File: config.mk
export PLATFORM = sky130hd
export DESIGN_NAME = i2c_burst_tx
export DESIGN_NICKNAME = d
export VERILOG_FILES = /design/src/rtl/i2c_burst_tx.sv
export SDC_FILE = /design/constraint.sdc
export NUM_CORES = 1
export LEC_CHECK = 0
export BUFFER_PORTS_ARGS = -buffer_cell sky130_fd_sc_hd__buf_2
export CORE_AREA = 5 5 221 223
export CTS_CLUSTER_DIAMETER = 40
export CTS_CLUSTER_SIZE = 24
export DETAILED_ROUTE_END_ITERATION = 8
export DIE_AREA = 0 0 226 228
export GPL_TIMING_DRIVEN = 0
export PLACE_DENSITY = 0.63
export RECOVER_POWER = 100
export SETUP_SLACK_MARGIN = 0.15
export SLEW_MARGIN = 40
export SYNTH_ARGS = -nofsm -noshare
export SYNTH_HDL_FRONTEND = slang
export SYNTH_SLANG_ARGS = --single-unit
File: constraint.sdc
create_clock -name clk -period 2.5 [get_ports clk]
set_input_delay 0.25 -clock clk [delete_from_list [all_inputs] [get_ports clk]]
set_output_delay 0.25 -clock clk [all_outputs]
set_load 0.1 [all_outputs]
File: src/rtl/i2c_burst_tx.sv
module i2c_burst_tx #(
  parameter int BUF_WORDS = 8,
  parameter int CNT_W     = 6
) (
  input  logic        clk,
  input  logic        rst_n,
  input  logic        tick,
  input  logic        reg_we,
  input  logic [9:0]  reg_addr,
  input  logic [31:0] reg_wdata,
  output logic [31:0] reg_rdata,
  input  logic        sda_in,
  output logic        scl_oe,
  output logic        sda_oe,
  output logic        irq
);
  localparam int WIX = $clog2(BUF_WORDS);
  localparam int IDX_W = WIX + 2;
  localparam logic [9:0] A_CTRL = 10'h000;
  localparam logic [9:0] A_CNT  = 10'h010;
  localparam logic [9:0] A_IEN  = 10'h018;
  localparam logic [9:0] A_PEND = 10'h01C;
  localparam logic [6:0] FLAG_MASK = 7'h74;

  typedef enum logic [1:0] {S_IDLE, S_START, S_STOP, S_BIT} st_t;

  st_t              st;
  logic [6:0]       ctrl, ien, pend;
  logic [CNT_W-1:0] cnt_q, left;
  logic [IDX_W-1:0] idx, nidx;
  logic [1:0]       ph;
  logic [3:0]       bitn;
  logic [7:0]       sh, nbyte;
  logic             scl_lo, sda_lo;
  logic [31:0]      txbuf [BUF_WORDS];

  wire en      = ctrl[0];
  wire ctrl_wr = reg_we && reg_addr == A_CTRL;
  wire cnt_wr  = reg_we && reg_addr == A_CNT;
  wire pend_wr = reg_we && reg_addr == A_PEND;
  wire buf_hit = reg_addr[9:8] == 2'b01 && reg_addr[1:0] == 2'b00 &&
                 reg_addr[7:2] < 6'(BUF_WORDS);

  wire done_start = st == S_START && tick && ph == 2'd3;
  wire done_stop  = st == S_STOP  && tick && ph == 2'd3;
  wire ack_eval   = st == S_BIT   && tick && ph == 2'd3 && bitn == 4'd8;
  wire got_nak    = ack_eval && sda_in;
  wire burst_done = ack_eval && !sda_in && left == CNT_W'(1);

  wire [6:0] pend_set = {got_nak, done_stop, done_start, 1'b0, burst_done, 2'b00};
  wire [6:0] pend_clr = pend_wr ? (reg_wdata[6:0] & FLAG_MASK) : 7'h0;

  assign nidx   = idx + IDX_W'(1);
  assign nbyte  = txbuf[nidx[IDX_W-1:2]][{nidx[1:0], 3'b000} +: 8];
  assign scl_oe = scl_lo;
  assign sda_oe = sda_lo;
  assign irq    = |(pend & ien);

  always_comb begin
    case (reg_addr)
      A_CTRL:  reg_rdata = {25'b0, ctrl};
      A_CNT:   reg_rdata = {{(32-CNT_W){1'b0}}, cnt_q};
      A_IEN:   reg_rdata = {25'b0, ien};
      A_PEND:  reg_rdata = {25'b0, pend};
      default: reg_rdata = buf_hit ? txbuf[reg_addr[2 +: WIX]] : 32'h0;
    endcase
  end

  always_ff @(posedge clk or negedge rst_n) begin
    if (!rst_n) begin
      for (int i = 0; i < BUF_WORDS; i++) txbuf[i] <= '0;
    end else if (reg_we && buf_hit) begin
      txbuf[reg_addr[2 +: WIX]] <= reg_wdata;
    end
  end

  always_ff @(posedge clk or negedge rst_n) begin
    if (!rst_n) begin
      ctrl  <= '0;
      ien   <= '0;
      pend  <= '0;
      cnt_q <= '0;
    end else begin
      pend <= (pend & ~pend_clr) | pend_set;
      if (reg_we && reg_addr == A_IEN) ien <= reg_wdata[6:0] & FLAG_MASK;
      if (cnt_wr) cnt_q <= reg_wdata[CNT_W-1:0];
      if (ctrl_wr) ctrl <= reg_wdata[6:0];
      else begin
        if (done_start) ctrl[3] <= 1'b0;
        if (done_stop)  ctrl[4] <= 1'b0;
      end
    end
  end

  always_ff @(posedge clk or negedge rst_n) begin
    if (!rst_n) begin
      st     <= S_IDLE;
      ph     <= '0;
      bitn   <= '0;
      idx    <= '0;
      left   <= '0;
      sh     <= '0;
      scl_lo <= 1'b0;
      sda_lo <= 1'b0;
    end else if (!en) begin
      st     <= S_IDLE;
      ph     <= '0;
      scl_lo <= 1'b0;
      sda_lo <= 1'b0;
    end else begin
      case (st)
        S_IDLE: begin
          ph <= '0;
          if (cnt_wr && reg_wdata[CNT_W-1:0] != '0) begin
            st   <= S_BIT;
            bitn <= '0;
            idx  <= '0;
            left <= reg_wdata[CNT_W-1:0];
            sh   <= txbuf[0][7:0];
          end else if (ctrl[3]) st <= S_START;
          else if (ctrl[4])     st <= S_STOP;
        end
        S_START: if (tick) begin
          ph <= ph + 2'd1;
          case (ph)
            2'd0: sda_lo <= 1'b0;
            2'd1: scl_lo <= 1'b0;
            2'd2: sda_lo <= 1'b1;
            default: begin scl_lo <= 1'b1; st <= S_IDLE; end
          endcase
        end
        S_STOP: if (tick) begin
          ph <= ph + 2'd1;
          case (ph)
            2'd0: scl_lo <= 1'b1;
            2'd1: sda_lo <= 1'b1;
            2'd2: scl_lo <= 1'b0;
            default: begin sda_lo <= 1'b0; st <= S_IDLE; end
          endcase
        end
        default: if (tick) begin
          case (ph)
            2'd0: begin scl_lo <= 1'b1; ph <= 2'd1; end
            2'd1: begin
              sda_lo <= (bitn < 4'd8) ? ~sh[7] : 1'b0;
              ph     <= 2'd2;
            end
            2'd2: begin
              scl_lo <= 1'b0;
              if (bitn < 4'd8) begin
                ph   <= 2'd0;
                bitn <= bitn + 4'd1;
                sh   <= {sh[6:0], 1'b0};
              end else ph <= 2'd3;
            end
            default: begin
              scl_lo <= 1'b1;
              ph     <= 2'd0;
              if (sda_in || left == CNT_W'(1)) st <= S_IDLE;
              else begin
                left <= left - CNT_W'(1);
                idx  <= nidx;
                sh   <= nbyte;
                bitn <= '0;
              end
            end
          endcase
        end
      endcase
    end
  end

  AST_OFF_RELEASE: assert property (@(posedge clk) disable iff (!rst_n)
    !en |=> (!scl_oe && !sda_oe));

  AST_SDA_FALL_ONLY_START: assert property (@(posedge clk) disable iff (!rst_n)
    ($rose(sda_oe) && !scl_oe && !$past(scl_oe)) |-> $past(st) == S_START);

  AST_SDA_RISE_ONLY_STOP: assert property (@(posedge clk) disable iff (!rst_n)
    ($fell(sda_oe) && !scl_oe && !$past(scl_oe)) |->
      ($past(st) == S_STOP || $past(st) == S_START || !$past(en)));

  AST_PEND_STICKY: assert property (@(posedge clk) disable iff (!rst_n)
    (|($past(pend) & ~pend)) |-> $past(pend_wr));

  AST_DONE_FROM_BURST: assert property (@(posedge clk) disable iff (!rst_n)
    $rose(pend[2]) |-> $past(st) == S_BIT);

  AST_NAK_HALTS: assert property (@(posedge clk) disable iff (!rst_n)
    $rose(pend[6]) |-> st == S_IDLE);
endmodule

==> results of run 1 <==
-- cell type report --
cell class              count  area (sq um)
repair buffers            199          1980
inverters                  20          81.3
clock buffers              65          1450
plain buffers             126          1090
flip-flops and latches    306          7660
fillers                  3957         21900
clock inverters            31           412
well taps                 607           759
multi-input cells        1107         11000
-- kinds of logic after synthesis --
kind of cell / share of synthesized area
AOI/OAI and AO/OA: 0.104
DFF: 0.415
xor gates and xnor gates: 0.00237
and+or+nand+nor: 0.0792
adders and majority gates: 0.00949
buffers and inverters: 0.0354
muxes: 0.355
-- critical path: cells and delay by family, from the launching register on --
family          cells  cell delay [ns]
compound gates      4             0.87
fa+ha+maj           1             0.17
buf+inv             2             0.28
flops               1             0.42
mux                 1             0.57
simple gates        2             0.39
-- routing by layer --
metal,vias up,part of all wire
li1,6493,-
met1,8059,0.40
met2,934,0.45
met3,262,0.093
met4,0,0.060
met5,-,0
-- sequential cells by signal (all words and copies together), names as in the netlist, 2 cells and up --
register / count
sh: 8
left: 6
pend: 4
idx: 5
st: 2
ien: 4
ph: 2
cnt_q: 6
txbuf: 256
ctrl: 7
bitn: 4
-- synthesized netlist by cell type, drive strengths merged, types with 2 or more instances --
master   number
a21o          3
ha           14
a221oi        6
and2          7
and3          6
nand2b       11
o2111a        2
a221o         3
mux2i        99
o211ai        3
xnor2         4
inv          19
nor3         14
clkbuf       60
nor4          5
a21oi        61
nand2        96
nor2b        16
o21ai        78
a31oi        15
or4           2
nor2         70
a222oi        3
o2111ai       5
nand4        10
a32o          3
a211o         2
a22o          6
a211oi       14
buf          67
or2           5
mux2        296
o32ai         3
o221ai        7
dfrtp       306
mux4         99
o311ai        6
a41o          3
a31o          2
or3           3
a22oi        15
nand3b        2
nand3        43
o22ai        48
-- through the flow --
step                      worst slack [ns]  hold slack (ns)  total power, uW  TNS (ns)
after floorplan                      0.120          -0.0456             5460         0
after global placement               -4.72            0.483             5790  -1551.92
after detailed placement             -1.19            0.144             5830   -101.12
after CTS                           -0.230         0.000899            13600     -1.25
after global routing                -0.270           0.0133            13800    -11.61
final                               -0.301           0.0225            13500     -7.15
-- path summary, 6_finish.rpt --
kind	slack (ns)	startpoint	to
max	-0.30	idx[1]	sh[3]
min	0.02	reg_wdata[29]	txbuf[93]
max reg2reg	-0.30	idx[1]	sh[3]
min reg2reg	0.51	cnt_q[2]	cnt_q[2]
max in group asynchronous	0.27	rst_n	txbuf[123]
min in group asynchronous	0.12	rst_n	txbuf[112]
-- placed cells by master, fill, tap and decap left out, drive strengths merged, types with 5 or more instances in the layout --
cell	synthesis	routed
o311ai	6	6
and2	7	7
a221oi	6	6
nor3	14	14
nor4	5	5
nand3	43	43
a21oi	61	61
o22ai	48	48
mux2i	99	99
mux4	99	99
a22oi	15	15
nand2	96	96
clkinv	1	7
buf	67	210
dfrtp	306	306
o2111ai	5	5
bufinv	0	7
or2	5	5
o21ai	78	78
nor2	70	70
clkinvlp	0	6
clkbuf	60	149
inv	19	31
nand2b	11	11
and3	6	6
a211oi	14	14
a22o	6	6
a31oi	15	15
nand4	10	10
nor2b	16	16
dlygate4sd3	0	29
mux2	296	296
o221ai	7	7
ha	14	14
-- where the power goes --
group	switching, uW	leakage (uW)	internal, uW
registers	66.7	0.00421	5020
clock network	2760	0.000903	4900
logic	447	0.00557	297
total	3280	0.0107	10200
-- timing repair --
action / in CTS / in global routing
setup endpoints to repair: 87 / 98
hold buffers: 29 / 0
gates cloned: 3 / 0
buffers inserted: 49 / 34
pin swaps: 24 / 33
endpoints found under the hold margin: 317 / 0
gates resized for setup: 315 / 118
==> flow_summary.json, run 1 <==
{
  "dp_hpwl_um": 49300,
  "worst_hold_path_type": "input pin to flop",
  "dr.pass1.iters": 6,
  "die_w_um": 226,
  "period_minus_slack_ns": 2.80,
  "hold_viol": 0,
  "via_per_inst": 6.40,
  "clockBufferDepth": 3,
  "numCtsBuffers": 52,
  "nets": 1873,
  "path_max_fanout": 6,
  "slowest_delay_ns": 0.57,
  "ys.flop_type": "dfrtp_1",
  "r2r_cells": 10,
  "fin_cells": 2461,
  "cp-end-kind": "flop",
  "die_area_sq_um": 51500,
  "drt_iter0_drc": 1851,
  "synth_edf_count": 0,
  "power-per-cell-area_nw_per_um2": 551,
  "drc": 0,
  "detail-route-antenna-nets": 0,
  "rows": 79,
  "timing.fmax_ghz": 0.357,
  "grt_busiest_layer": "met2",
  "start_kind": "flop",
  "ys_ff_latch": 306,
  "grtUsageMet2": 0.429,
  "grt_util_met1": 0.381,
  "final_core_util": 0.528,
  "outcome": "finished with violations",
  "grtUsageMet3": 0.0726,
  "fin_crit_sh": 1.12,
  "dp.cells": 2251,
  "area_growth_syn_to_layout_pct": 32.6,
  "grt_usage": 0.282,
  "tightest_slew_ns": 1.71,
  "synth_top_area_cell": "dfrtp_1",
  "finClkSkew_ns": 0.0371,
  "slew_viol_final": 67,
  "syn_avg_cell_area_sq_um": 11.8,
  "ioPinCount": 82,
  "synth_area_sq_um": 18500,
  "netlist_instances": 1560,
  "worstSetupPathType": "flop to flop",
  "failed_checks": "max-capacitance violations, max-slew violations, negative setup slack",
  "vias": 15700,
  "crit_arrival_ns": 3.29,
  "yosysWarningCount": 0,
  "holdPathStages": 2,
  "maxSlewHeadroom": -0.142,
  "grt_pass1_wl_um": 108000,
  "synthArstFlopShare": 1.00,
  "grt_max_degree": 78,
  "setup_viol": 111,
  "core-area_sq_um": 46400,
  "layout_setup_ws_ns": -0.301,
  "max-cap-violations": 1,
  "place_area_sq_um": 20300,
  "first_global_vias": 15800,
  "yosysSeqAreaShare": 0.415,
  "routedWlPerCell_um": 30.2,
  "final_area_sq_um": 24500,
  "initial_core_util": 0.398,
  "place_congestion": 0.995,
  "rsz0062_at_grt": "true",
  "gr-total-overflow": 0,
  "synth_cell_types": 77,
  "drive_gt1_frac": 0.468,
  "insertion_delay_ns": 0.62,
  "numPortBuffers": 78,
  "antenna_found_initial": 0,
  "cts_sinks": 306,
  "synth_top_area_share": 0.415,
  "required_ns": 2.99,
  "cts_tree": "done",
  "synth_nets": 1621,
  "vdd.ir_drop.worst_uv": 553,
  "cpMaxStageDelayCell": "mux4_2",
  "synth_area_leaders": "dfrtp_1 (41%), mux2_2 (18%), mux4_2 (12%)",
  "drt-total-wl_um": 74400,
  "die_y_um": 228,
  "diodes": 0,
  "h-tree-depth": 2,
  "path_cells": "ha_4 > buf_8 > nor2b_4 > nor2_4 > buf_6 > mux4_2 > a221o_1 > a221oi_2 > a21o_1 > a31oi_1",
  "clk_pin_slew_worst_paths_ns": 0.06,
  "p_leak_uw": 0.0107,
  "root_buffer": "clkbuf_16"
}
Power figures use the tool's default switching activity.
==> run 2: changes to the inputs <==
Settings changed: CELL_PAD_IN_SITES_DETAIL_PLACEMENT set to 1, CELL_PAD_IN_SITES_GLOBAL_PLACEMENT set to 1, PLACE_DENSITY 0.63 to 0.73.
==> flow_summary.json, run 2 (synthesized netlist as in run 1, its figures left out) <==
{
  "outcome": "finished with violations",
  "clockBufferDepth": 3,
  "die_y_um": 228,
  "drive_gt1_frac": 0.480,
  "routedWlPerCell_um": 32.8,
  "grtUsageMet2": 0.478,
  "holdPathStages": 3,
  "vdd.ir_drop.worst_uv": 435,
  "dp_hpwl_um": 52400,
  "nets": 1875,
  "p_leak_uw": 0.0106,
  "grt_util_met1": 0.390,
  "numPortBuffers": 78,
  "whs_ns": 0.0299,
  "hold_viol": 0,
  "top_register": "txbuf",
  "grt_busiest_layer": "met2",
  "maxSlewHeadroom": 0.0108,
  "timing.fmax_ghz": 0.359,
  "cpMaxStageDelayCell": "buf_2",
  "die_area_sq_um": 51500,
  "slew_viol_final": 0,
  "hold_end": "txbuf[115]",
  "initial_core_util": 0.398,
  "regToRegSetupSlack_ns": -0.28,
  "first_global_vias": 17200,
  "top_regs": "txbuf: 256 flops, sh: 8 flops, ctrl: 7 flops",
  "final_area_sq_um": 24400,
  "place_congestion": 1.00,
  "min_from": "reg_wdata[19]",
  "root_buffer": "clkbuf_16",
  "cts_tree": "done",
  "worst_hold_path_type": "input pin to flop",
  "cts_sinks": 306,
  "rows": 79,
  "grt_max_degree": 79,
  "grtUsageMet3": 0.0661,
  "power-per-cell-area_nw_per_um2": 561,
  "drt_iter0_drc": 1840,
  "path_cells": "ha_4 > buf_8 > and3_1 > clkbuf_1 > buf_2 > a21oi_1 > o21ai_0 > o311ai_0 > a222oi_1 > a31oi_1",
  "clk_pin_slew_worst_paths_ns": 0.06,
  "grt_pass1_wl_um": 117000,
  "dr.pass1.iters": 9,
  "max-cap-violations": 0,
  "drt-total-wl_um": 80700,
  "worstSetupPathType": "flop to flop",
  "fin_crit_sh": 1.11,
  "dp.cells": 2250,
  "antenna_found_initial": 0,
  "gr-total-overflow": 0,
  "final_common_cell": "dfrtp_1",
  "via_per_inst": 6.58,
  "r2r_end": "sh[2]",
  "timing.rr.start": "idx[0]",
  "numCtsBuffers": 52,
  "setup_viol": 99,
  "layout_setup_ws_ns": -0.282,
  "vias": 16200,
  "nFillCells": 4707,
  "place_area_sq_um": 20300,
  "cp-end-kind": "flop",
  "ioPinCount": 82,
  "crit_arrival_ns": 3.26,
  "h-tree-depth": 2,
  "finClkSkew_ns": 0.0307,
  "grt_usage": 0.304,
  "required_ns": 2.97,
  "start_kind": "flop",
  "fin_cells": 2465,
  "r2r_cells": 10,
  "failed_checks": "negative setup slack",
  "path_max_fanout": 10,
  "period_minus_slack_ns": 2.78,
  "core-area_sq_um": 46400,
  "diodes": 0,
  "pre_cts_ws_ns": -1.26,
  "area_growth_syn_to_layout_pct": 32.2,
  "setup-tns-final_ns": -8.73,
  "drc": 0,
  "tightest_slew_ns": 1.48,
  "slowest_delay_ns": 0.43,
  "detail-route-antenna-nets": 0,
  "die_w_um": 226,
  "rsz0062_at_grt": "true",
  "insertion_delay_ns": 0.61,
  "final_cell_mix": "dfrtp_1 (296), mux2_2 (283), mux4_2 (99)",
  "largest_register_ff_count": 256
}
[run 2: cell types whose count changed in the layout (fill, tap and decap cells not counted), moves of 5 or more]
| cell | delta |
|---|---|
| buf_6 | +14 |
| buf_2 | -8 |
| buf_12 | -12 |
| mux2_4 | -15 |
| buf_4 | +13 |
| mux2i_1 | -7 |
| mux2_2 | +11 |
| mux2i_2 | +5 |
| inv_6 | -7 |
| clkinv_4 | +5 |
| dlygate4sd3_1 | -5 |
| dfrtp_1 | -7 |
| dfrtp_2 | +7 |
[run 2: through the flow]
stage          utilization  power, uW
2_1_floorplan            -       5460
4_1_cts              0.521      13800
3_3_place_gp         0.432       5790
6_report             0.526      13700
3_5_place_dp         0.437       5840
5_1_grt              0.526      14100
[run 2: metal layers]
| layer | routed length, um | share of wire |
|---|---|---|
| met3 | 6660 | 0.082 |
| met4 | 5170 | 0.064 |
| met2 | 37600 | 0.47 |
| met1 | 31300 | 0.39 |
| met5 | 0 | 0 |
[run 2: what timing repair did]
item,in CTS,in global routing
hold buffers,24,0
pin swaps,29,28
gates cloned,0,2
resized for setup,340,97
endpoints found under the setup margin,108,133
endpoints found under the hold margin,160,0
setup buffers,54,38
[run 2: power by group]
part	switching [uW]	internal, uW
sequential	69.3	5020
combinational	474	297
clock	2800	5030
total	3350	10400
[run 2: how the worst max path moves through the flow]
stage,from,cells after the start,to
after floorplan,reg_addr[7],7,txbuf[231]
after global placement,rst_n,1,txbuf[72]
after detailed placement,idx[4],7,sh[6]
after CTS,idx[1],11,sh[4]
after global routing,idx[0],11,sh[2]
final,idx[0],10,sh[2]
[run 2: critical path: cells and delay by family (launching register included)]
family | cells | cell delay (ns)
AND/OR/NAND/NOR | 1 | 0.17
flip-flops | 1 | 0.41
AO/OA/AOI/OAI | 5 | 1.02
adder cells (fa/ha/maj) | 1 | 0.17
buffers and inverters | 3 | 0.87
[run 2: cell type report]
type                    instances  area, sq um  area share
multi-input cells            1107        11000       0.451
flip-flops and latches        306         7670       0.314
repair buffers                201         1900      0.0777
clock buffers                  62         1420      0.0582
plain buffers                 126         1070      0.0440
well taps                     607          759      0.0311
clock inverters                36          484      0.0198
inverters                      20         85.1     0.00349
==> run 3: changes to the inputs <==
Settings changed: CELL_PAD_IN_SITES_DETAIL_PLACEMENT 1 to unset, CELL_PAD_IN_SITES_GLOBAL_PLACEMENT 1 to unset, CORE_AREA 5 5 221 223 to 5 5 255 257, DIE_AREA 0 0 226 228 to 0 0 260 262, PLACE_DENSITY 0.73 to 0.51.
==> flow_summary.json, run 3 (synthesized netlist as in run 1, its figures left out) <==
{
  "setup_viol": 120,
  "numCtsBuffers": 60,
  "die_area_sq_um": 68100,
  "drt-total-wl_um": 76500,
  "grt_usage": 0.220,
  "rows": 92,
  "grt_max_degree": 73,
  "crit_arrival_ns": 3.23,
  "root_buffer": "clkbuf_16",
  "worstSetupPathType": "flop to flop",
  "h-tree-depth": 2,
  "min_from": "reg_wdata[11]",
  "drc": 0,
  "drive_gt1_frac": 0.490,
  "timing.rr.start": "idx[0]",
  "period_minus_slack_ns": 2.73,
  "core-area_sq_um": 62500,
  "regToRegSetupSlack_ns": -0.23,
  "numPortBuffers": 78,
  "vias": 15600,
  "final_core_util": 0.409,
  "largest_register_ff_count": 256,
  "p_leak_uw": 0.0109,
  "insertion_delay_ns": 0.65,
  "layout_setup_ws_ns": -0.234,
  "max-cap-violations": 0,
  "via_per_inst": 5.69,
  "crit_end": "sh[3]",
  "start_kind": "flop",
  "grt_pass1_wl_um": 111000,
  "top_regs": "txbuf: 256 flops, sh: 8 flops, ctrl: 7 flops",
  "holdPathStages": 2,
  "tightest_slew_ns": 1.47,
  "place_congestion": 0.946,
  "place_area_sq_um": 20600,
  "maxSlewHeadroom": 0.0186,
  "detail-route-antenna-nets": 0,
  "top_register": "txbuf",
  "antenna_found_initial": 0,
  "final_common_cell": "dfrtp_1",
  "clockBufferDepth": 3,
  "gr-total-overflow": 0,
  "fin_crit_sh": 1.09,
  "nets": 1903,
  "power-per-cell-area_nw_per_um2": 571,
  "path_max_fanout": 7,
  "cp-end-kind": "flop",
  "timing.fmax_ghz": 0.366,
  "slew_viol_final": 0,
  "routedWlPerCell_um": 28.0,
  "fin_cells": 2738,
  "ioPinCount": 82,
  "required_ns": 3.00,
  "clk_pin_slew_worst_paths_ns": 0.06,
  "cts_sinks": 306,
  "dr.pass1.iters": 6,
  "final_area_sq_um": 25500,
  "cp-startpoint": "idx[0]",
  "die_y_um": 262,
  "worst_hold_path_type": "input pin to flop",
  "outcome": "finished with violations",
  "vdd.ir_drop.worst_uv": 597,
  "rsz0062_at_grt": "true",
  "die_w_um": 260,
  "diodes": 0,
  "r2r_cells": 11,
  "nFillCells": 5903,
  "failed_checks": "negative setup slack",
  "dp.cells": 2492,
  "r2r_end": "sh[3]",
  "pre_cts_ws_ns": -1.01,
  "initial_core_util": 0.295,
  "final_cell_mix": "dfrtp_1 (298), mux2_2 (288), buf_4 (102)",
  "hold_viol": 0,
  "area_growth_syn_to_layout_pct": 38.4,
  "finClkSkew_ns": 0.0478,
  "cts_tree": "done",
  "drt_iter0_drc": 1756,
  "dp_hpwl_um": 52500,
  "setup-tns-final_ns": -13.43,
  "first_global_vias": 15800
}
-- run 3: cell types whose count changed in the layout (fill, tap and decap cells not counted), moves of 8 or more --
cell,before,now
clkbuf_2,27,18
clkbuf_16,58,66
buf_4,86,102
clkbuf_8,11,22
dlygate4sd3_1,24,32
clkbuf_4,23,14
buf_2,45,54
buf_12,23,36
mux2i_4,8,17
mux2i_1,80,71
buf_6,49,37
-- run 3: per-layer routing --
| metal | global-route usage | routed length (um) | vias up |
|---|---|---|---|
| met5 | 0 | 0 | - |
| met4 | 0.0911 | 3520 | 0 |
| met3 | 0.0466 | 5890 | 165 |
| met2 | 0.350 | 35300 | 719 |
| met1 | 0.293 | 31800 | 8120 |
| li1 | - | - | 6588 |
-- run 3: area by class of cell --
| class | instances | area [sq um] | area share |
|---|---|---|---|
| inverters | 20 | 81.3 | 0.00318 |
| plain buffers | 126 | 1150 | 0.0452 |
| multi-input cells | 1107 | 11200 | 0.437 |
| flip-flops and latches | 306 | 7670 | 0.300 |
| clock buffers | 76 | 1680 | 0.0658 |
| well taps | 846 | 1060 | 0.0414 |
| clock inverters | 36 | 526 | 0.0206 |
| repair buffers | 221 | 2210 | 0.0864 |
-- run 3: worst min-delay path by stage --
| stage | end | slack (ns) |
|---|---|---|
| 2_1_floorplan | bitn[0] | -0.05 |
| 3_3_place_gp | pend[4] | 0.48 |
| 3_5_place_dp | scl_oe | 0.22 |
| 4_1_cts | txbuf[203] | 0.005 |
| 5_1_grt | txbuf[203] | 0.02 |
| 6_report | txbuf[203] | 0.02 |
-- run 3: critical path: stages, from the launching register on --
cell      delay [ns]
dfrtp_2         0.43
ha_4            0.17
buf_6           0.13
nor2b_4         0.14
nor2_4          0.12
buf_12          0.12
buf_6           0.09
mux4_2          0.55
a221o_1         0.33
a221oi_2        0.31
a21o_1          0.16
a31oi_1         0.08
-- run 3: timing repair --
item | CTS | global route
endpoints found under the hold margin | 283 | 0
cloned | 3 | 1
pin swaps | 36 | 21
buffers inserted | 73 | 26
resized for setup | 371 | 53
endpoints found under the setup margin | 61 | 125
hold buffers | 32 | 0
-- run 3: metrics by stage --
step,power [uW],hold slack [ns]
after CTS,14700,0.00545
after detailed placement,5840,0.223
after global routing,15000,0.0243
after floorplan,5460,-0.0456
final,14600,0.0218
after global placement,5800,0.484
-- run 3: power by group --
group	total [uW]	switching [uW]	internal (uW)
combinational	773	460	313
sequential	5090	64.1	5030
clock	8710	2990	5720
